### src/rtl/gpio_edge_pkg.sv
package gpio_edge_pkg;

    typedef enum logic {
        BUS_IDLE,
        BUS_RESP
    } bus_state_t;

    localparam int unsigned REG_IDX_W = 4;

    localparam logic [REG_IDX_W-1:0] W_DIR   = 4'd0;
    localparam logic [REG_IDX_W-1:0] W_ODATA = 4'd1;
    localparam logic [REG_IDX_W-1:0] W_LEVEL = 4'd2;
    localparam logic [REG_IDX_W-1:0] W_MASK  = 4'd3;
    localparam logic [REG_IDX_W-1:0] W_RISE  = 4'd4;
    localparam logic [REG_IDX_W-1:0] W_FALL  = 4'd5;
    localparam logic [REG_IDX_W-1:0] W_CLR   = 4'd6;
    localparam logic [REG_IDX_W-1:0] W_STAT  = 4'd7;
    localparam logic [REG_IDX_W-1:0] W_GINT  = 4'd8;
    localparam logic [REG_IDX_W-1:0] W_GMASK = 4'd9;

endpackage

### src/rtl/gpio_bus_fsm.sv
module gpio_bus_fsm
    import gpio_edge_pkg::*;
(
    input  logic clk_i,
    input  logic rst_ni,
    input  logic cyc_i,
    input  logic stb_i,
    input  logic we_i,
    output logic ack_o,
    output logic wr_fire_o,
    output logic rd_fire_o
);

    bus_state_t state_q, state_d;
    logic       req;

    assign req = cyc_i && stb_i;

    // state register
    always_ff @(posedge clk_i or negedge rst_ni) begin
        if (!rst_ni) state_q <= BUS_IDLE;
        else         state_q <= state_d;
    end

    // next state and outputs
    always_comb begin
        state_d   = state_q;
        ack_o     = 1'b0;
        wr_fire_o = 1'b0;
        rd_fire_o = 1'b0;
        unique case (state_q)
            BUS_IDLE: begin
                if (req) begin
                    wr_fire_o = we_i;
                    rd_fire_o = !we_i;
                    state_d   = BUS_RESP;
                end
            end
            BUS_RESP: begin
                ack_o   = 1'b1;
                state_d = BUS_IDLE;
            end
        endcase
    end

endmodule

### src/rtl/gpio_pin_sampler.sv
module gpio_pin_sampler #(
    parameter int unsigned NPINS = 32
) (
    input  logic             clk_i,
    input  logic             rst_ni,
    input  logic [NPINS-1:0] pin_i,
    output logic [NPINS-1:0] level_o,
    output logic [NPINS-1:0] rise_o,
    output logic [NPINS-1:0] fall_o
);

    logic [NPINS-1:0] meta_q, sync_q, prev_q;

    for (genvar i = 0; i < NPINS; i++) begin : g_pin
        always_ff @(posedge clk_i or negedge rst_ni) begin
            if (!rst_ni) begin
                meta_q[i] <= 1'b0;
                sync_q[i] <= 1'b0;
                prev_q[i] <= 1'b0;
            end else begin
                meta_q[i] <= pin_i[i];
                sync_q[i] <= meta_q[i];
                prev_q[i] <= sync_q[i];
            end
        end
        assign rise_o[i] = sync_q[i] & ~prev_q[i];
        assign fall_o[i] = ~sync_q[i] & prev_q[i];
    end

    assign level_o = sync_q;

endmodule

### src/rtl/gpio_sticky_bits.sv
module gpio_sticky_bits #(
    parameter int unsigned W = 32
) (
    input  logic         clk_i,
    input  logic         rst_ni,
    input  logic [W-1:0] set_i,
    input  logic [W-1:0] clr_i,
    output logic [W-1:0] q_o
);

    // a set in the same cycle as a clear wins
    always_ff @(posedge clk_i or negedge rst_ni) begin
        if (!rst_ni) q_o <= '0;
        else         q_o <= (q_o & ~clr_i) | set_i;
    end

endmodule

### src/rtl/gpio_edge_ctrl.sv
module gpio_edge_ctrl
    import gpio_edge_pkg::*;
#(
    parameter int unsigned NPINS  = 32,
    parameter int unsigned DW     = 32,
    parameter int unsigned ADDR_W = 6,
    parameter int unsigned GW     = 16,
    parameter int unsigned GBIT   = 15
) (
    input  logic              clk_i,
    input  logic              rst_ni,
    input  logic              bus_cyc_i,
    input  logic              bus_stb_i,
    input  logic              bus_we_i,
    input  logic [ADDR_W-1:0] bus_adr_i,
    input  logic [DW-1:0]     bus_dat_i,
    input  logic [DW/8-1:0]   bus_sel_i,
    output logic [DW-1:0]     bus_dat_o,
    output logic              bus_ack_o,
    input  logic [NPINS-1:0]  pin_i,
    output logic [NPINS-1:0]  pin_o,
    output logic [NPINS-1:0]  pin_oe_o,
    input  logic [GW-1:0]     girq_src_i,
    output logic              irq_o
);

    localparam int unsigned LANES = DW / 8;

    logic                 wr_fire, rd_fire;
    logic [REG_IDX_W-1:0] widx;
    logic [DW-1:0]        lane_mask, wval;
    logic [NPINS-1:0]     pmask;
    logic [GW-1:0]        gmask_w;

    logic [NPINS-1:0] dir_q, odata_q, imask_q, rise_en_q, fall_en_q;
    logic [GW-1:0]    gmask_q;
    logic [NPINS-1:0] level, rise, fall;
    logic [NPINS-1:0] istat_q, istat_set, istat_clr;
    logic [GW-1:0]    gint_q, gint_set, gint_clr;
    logic             istat_clr_hit;
    logic [DW-1:0]    rd_mux;

    assign widx = bus_adr_i[REG_IDX_W+1:2];

    for (genvar l = 0; l < LANES; l++) begin : g_lane
        assign lane_mask[l*8 +: 8] = {8{bus_sel_i[l]}};
    end

    assign wval    = bus_dat_i & lane_mask;
    assign pmask   = lane_mask[NPINS-1:0];
    assign gmask_w = lane_mask[GW-1:0];

    gpio_bus_fsm u_bus (
        .clk_i     (clk_i),
        .rst_ni    (rst_ni),
        .cyc_i     (bus_cyc_i),
        .stb_i     (bus_stb_i),
        .we_i      (bus_we_i),
        .ack_o     (bus_ack_o),
        .wr_fire_o (wr_fire),
        .rd_fire_o (rd_fire)
    );

    gpio_pin_sampler #(.NPINS(NPINS)) u_smp (
        .clk_i   (clk_i),
        .rst_ni  (rst_ni),
        .pin_i   (pin_i),
        .level_o (level),
        .rise_o  (rise),
        .fall_o  (fall)
    );

    function automatic logic [NPINS-1:0] merge_p(input logic [NPINS-1:0] old_v,
                                                  input logic [NPINS-1:0] new_v,
                                                  input logic [NPINS-1:0] m);
        return (old_v & ~m) | (new_v & m);
    endfunction

    // configuration registers
    always_ff @(posedge clk_i or negedge rst_ni) begin
        if (!rst_ni) begin
            dir_q     <= '0;
            odata_q   <= '0;
            imask_q   <= '0;
            rise_en_q <= '0;
            fall_en_q <= '0;
            gmask_q   <= '0;
        end else if (wr_fire) begin
            case (widx)
                W_DIR:   dir_q     <= merge_p(dir_q,     wval[NPINS-1:0], pmask);
                W_ODATA: odata_q   <= merge_p(odata_q,   wval[NPINS-1:0], pmask);
                W_MASK:  imask_q   <= merge_p(imask_q,   wval[NPINS-1:0], pmask);
                W_RISE:  rise_en_q <= merge_p(rise_en_q, wval[NPINS-1:0], pmask);
                W_FALL:  fall_en_q <= merge_p(fall_en_q, wval[NPINS-1:0], pmask);
                W_GMASK: gmask_q   <= (gmask_q & ~gmask_w) | wval[GW-1:0];
                default: ;
            endcase
        end
    end

    // pin status
    assign istat_clr_hit = wr_fire && (widx == W_CLR);
    assign istat_set     = imask_q & ((rise & rise_en_q) | (fall & fall_en_q));
    assign istat_clr     = istat_clr_hit ? wval[NPINS-1:0] : '0;

    gpio_sticky_bits #(.W(NPINS)) u_istat (
        .clk_i  (clk_i),
        .rst_ni (rst_ni),
        .set_i  (istat_set),
        .clr_i  (istat_clr),
        .q_o    (istat_q)
    );

    // global register
    always_comb begin
        gint_set       = girq_src_i;
        gint_set[GBIT] = girq_src_i[GBIT] | (|istat_q);
    end
    assign gint_clr = (wr_fire && (widx == W_GINT)) ? wval[GW-1:0] : '0;

    gpio_sticky_bits #(.W(GW)) u_gint (
        .clk_i  (clk_i),
        .rst_ni (rst_ni),
        .set_i  (gint_set),
        .clr_i  (gint_clr),
        .q_o    (gint_q)
    );

    // read path
    always_comb begin
        rd_mux = '0;
        case (widx)
            W_DIR:   rd_mux[NPINS-1:0] = dir_q;
            W_ODATA: rd_mux[NPINS-1:0] = odata_q;
            W_LEVEL: rd_mux[NPINS-1:0] = level;
            W_MASK:  rd_mux[NPINS-1:0] = imask_q;
            W_RISE:  rd_mux[NPINS-1:0] = rise_en_q;
            W_FALL:  rd_mux[NPINS-1:0] = fall_en_q;
            W_STAT:  rd_mux[NPINS-1:0] = istat_q;
            W_GINT:  rd_mux[GW-1:0]    = gint_q;
            W_GMASK: rd_mux[GW-1:0]    = gmask_q;
            default: rd_mux = '0;
        endcase
    end

    always_ff @(posedge clk_i or negedge rst_ni) begin
        if (!rst_ni)      bus_dat_o <= '0;
        else if (rd_fire) bus_dat_o <= rd_mux;
    end

    assign pin_o    = odata_q;
    assign pin_oe_o = dir_q;
    assign irq_o    = |(gint_q & gmask_q);

endmodule

### config.mk
export PLATFORM = sky130hd
export DESIGN_NAME = gpio_edge_ctrl
export DESIGN_NICKNAME = d
export VERILOG_FILES = /design/src/rtl/gpio_edge_pkg.sv /design/src/rtl/gpio_bus_fsm.sv /design/src/rtl/gpio_pin_sampler.sv /design/src/rtl/gpio_sticky_bits.sv /design/src/rtl/gpio_edge_ctrl.sv
export SDC_FILE = /design/constraint.sdc
export NUM_CORES = 1
export LEC_CHECK = 0
export BUFFER_PORTS_ARGS = -buffer_cell sky130_fd_sc_hd__buf_2
export CAP_MARGIN = 20
export CORE_MARGIN = 1.5
export CORE_UTILIZATION = 45
export CTS_CLUSTER_SIZE = 30
export DETAILED_ROUTE_END_ITERATION = 10
export GPL_TIMING_DRIVEN = 0
export PLACE_DENSITY = 0.67
export RECOVER_POWER = 100
export SYNTH_ARGS = -nofsm -noshare
export SYNTH_HDL_FRONTEND = slang
export SYNTH_SLANG_ARGS = --single-unit
### constraint.sdc
create_clock -name clk_i -period 1.6 [get_ports clk_i]
set_input_delay 0.24 -clock clk_i [delete_from_list [all_inputs] [get_ports clk_i]]
set_output_delay 0.24 -clock clk_i [all_outputs]
set_load 0.01 [all_outputs]
==> metrics.cfg <==
[run_status]
status=finished with violations
violations=negative setup slack

[cells_and_area]
fin_nets=1600
fill_cells=2602
area_delta_synth_final_pct=31.5
drive_above_1_share_pct=37.8
seq_area_sq_um=8830
multi_input_comb_area_sq_um=6870

[power_and_ir_drop]
pwr-share-clk_pct=40.9
switching_share_pct=25.4
p_total_mw=21.2
power.switching_mw=5.39
intPower_mw=15.8
p_leak_nw=8.82
power_density_nw_per_um2=1070
share_comb_of_total_power_pct=11.7
pwr-share-seq_pct=47.4
ir_drop_uv=747

[synthesis]
synth.largest_area_cell=dfrtp_1
synth_area_leaders=dfrtp_1, mux2_2, mux2i_1, nand2_1, a22o_1
yosysWarnings=0
ys.flop_type=dfrtp_1
synth_nets=1260
syn_area_per_cell_sq_um=13.0
synth_top_area_share_pct=58.4
postSynthCellCount=1165
synth_cell_types=65
syn_area_sq_um=15100
synth_edf_count=0
ys_seq_elements=353
ys_seq_area_share_pct=58.4
async_flop_share_pct=100

[floorplanning]
die-area_sq_um=34700
core_sq_um=32800
rows=66
die_h_um=186
ios=193
die_w_um=186
start_util_pct=46.1

[timing]
finalSetupViolCount=254
fin_crit_ns=2.02
slew_viol_final=0
final_hold_viol_count=0
fin_crit_sh_pct=127
relSlewSlack_pct=40.0
worstMarginPinSlew_ns=0.901
holdWs_ns=0.0190
fin_ws_ns=-0.424
fmax_mhz=494
tns_ns=-49.94
fin_skew_ns=0.0219
rsz0062_at_grt=true

[worst_setup_path]
endpoint=irq_o
cp.depth=4
path_buf_inv=1
worst-r2r-setup-slack_ns=-0.29
crit_type=flip-flop to primary output
r2r-start=u_bus.state_q
max_stage_delay_ns=0.39
critPathTopFamily=compound AO/OA/AOI/OAI gates
crit_chain=a22o_1 -> a221oi_2 -> nand4_1 -> buf_2
worstPathArrival_ns=1.78
startpoint_type=flip-flop
cp_slowest_cell=dfrtp_1
reg2reg_depth=6
worstPathRequired_ns=1.36
endpoint_kind=primary output
crit_fanout=2

[grt]
grt_pass1_vias=11700
grt_max_degree=115
antenna_found_initial=3
grt_use_total_pct=28.5
grt_pass1_wl_mm=72.5
grt-ovfl-total=0

[clocking]
cts-root-buf=clkbuf_16
cts_buffers=38
clockBufferDepth=3
cts_tree=done
path_clk_slew_ns=0.06
numClockSinks=353
clock_latency_ns=0.53
cts_htree_levels=2

[job]
cap_violations=0

[routing]
via_count=11700
wl_per_cell_um=25.0
viasPerCell=5.93
first_iter_violations=1021
drc=0
ant_nets=0
firstDrtPassIters=6
routed_wl_mm=49.4

[placed_design]
io_buffers=189
gp_congestion=0.910
dp_hpwl_mm=32.0
dp_slack_ns=-0.967

[min_path]
hold_class=primary input to flip-flop

-- kinds of logic (layout without fill, tap and decap cells) --
group	after synthesis	count (layout)	synth area share, %
other	0	2	0
AOI/OAI and AO/OA	222	222	10.4
DFF	353	353	58.4
and+or+nand+nor	293	294	10.9
muxes	241	241	18.4
buffers and inverters	56	418	1.93
-- stage by stage --
step,area [sq um],utilization [%],std cells
floorplan,15200,-,1165
global placement,16700,50.8,1796
detailed placement,16800,51.2,1803
CTS,19600,59.8,1962
global route,19900,60.6,1972
finish,19900,60.6,1972
-- Yosys cell counts (all sizes together) (5+ instances only) --
master     n
nand3     19
nor2      28
a2bb2oi    5
buf       31
nand3b    53
nor4       9
a211oi     9
mux2i     47
a21oi     21
a221o      5
a22oi     11
a221oi    14
nand2    123
nor3      18
mux4      11
inv        6
a21o      15
a22o      48
o21ai     67
clkbuf    19
or3b      13
o2bb2ai    6
mux2     183
dfrtp    353
-- layout make-up --
cell class | instances | share of cell area [%]
clock buffer | 54 | 5.45
tap | 442 | 2.78
inverter | 6 | 0.113
multi-input combinational | 757 | 34.6
antenna | 2 | 0.0252
buffer | 47 | 1.66
timing repair buffer | 302 | 10.3
sequential | 353 | 44.5
clock inverter | 9 | 0.642
-- worst min-delay path by stage --
| stage | startpoint | to | slack (ns) | depth (start not counted) |
|---|---|---|---|---|
| 4_1_cts | bus_cyc_i | u_bus.state_q | 0.005 | 3 |
| 2_1_floorplan | rst_ni | async pin | -0.06 | 0 |
| 3_5_place_dp | rst_ni | async pin | 0.21 | 1 |
| 3_3_place_gp | u_smp.meta_q[28] | u_smp.level_o[28] | 0.33 | 0 |
| 5_1_grt | bus_cyc_i | u_bus.state_q | 0.02 | 3 |
| 6_report | bus_cyc_i | u_bus.state_q | 0.02 | 3 |
-- power groups by stage --
stage          combinational [mW]  clock [mW]  sequential (mW)
2_1_floorplan                1.04           0             10.1
3_3_place_gp                 2.03           0             10.2
3_5_place_dp                 2.10           0             10.2
4_1_cts                      2.40        8.78             10.0
5_1_grt                      2.65        9.17             10.1
6_report                     2.48        8.67             10.1
-- layer usage --
layer / track usage (%) / share of wire [%] / vias up
li1: - / - / 4998
met1: 37.8 / 41 / 5950
met2: 45.4 / 47 / 574
met3: 6.43 / 8.4 / 166
met4: 11.6 / 4.5 / 2
met5: 0 / 0.026 / -
-- timing repair --
item                                    4_1_cts  5_1_grt
setup buffers                                46       12
endpoints found under the setup margin      257      257
pin swaps                                    55       40
gates resized for setup                     164      105
hold endpoints to repair                    102        0
gates cloned                                  2        2
hold buffers                                 49        0
-- worst reg2reg max path: cells and delay by family, from the launching register on --
kind / cells / cell delay [ns]
buffers and inverters: 2 / 0.43
flip-flops: 1 / 0.37
multiplexers: 1 / 0.33
AND/OR/NAND/NOR: 3 / 0.62
-- layout by cell type (no fill, tap or decap), drive strengths merged, types with 4 or more instances in the layout --
master / n
a211oi: 9
a21o: 15
a21oi: 21
a221o: 5
a221oi: 14
a22o: 48
a22oi: 11
a2bb2oi: 5
buf: 182
clkbuf: 172
clkinv: 5
dfrtp: 353
dlygate4sd3: 49
inv: 7
mux2: 183
mux2i: 47
mux4: 11
nand2: 123
nand3: 19
nand3b: 53
nor2: 28
nor2b: 4
nor3: 18
nor4: 9
o21ai: 67
o2bb2ai: 6
or3b: 13
No activity file was read; power rests on OpenSTA's default activity.
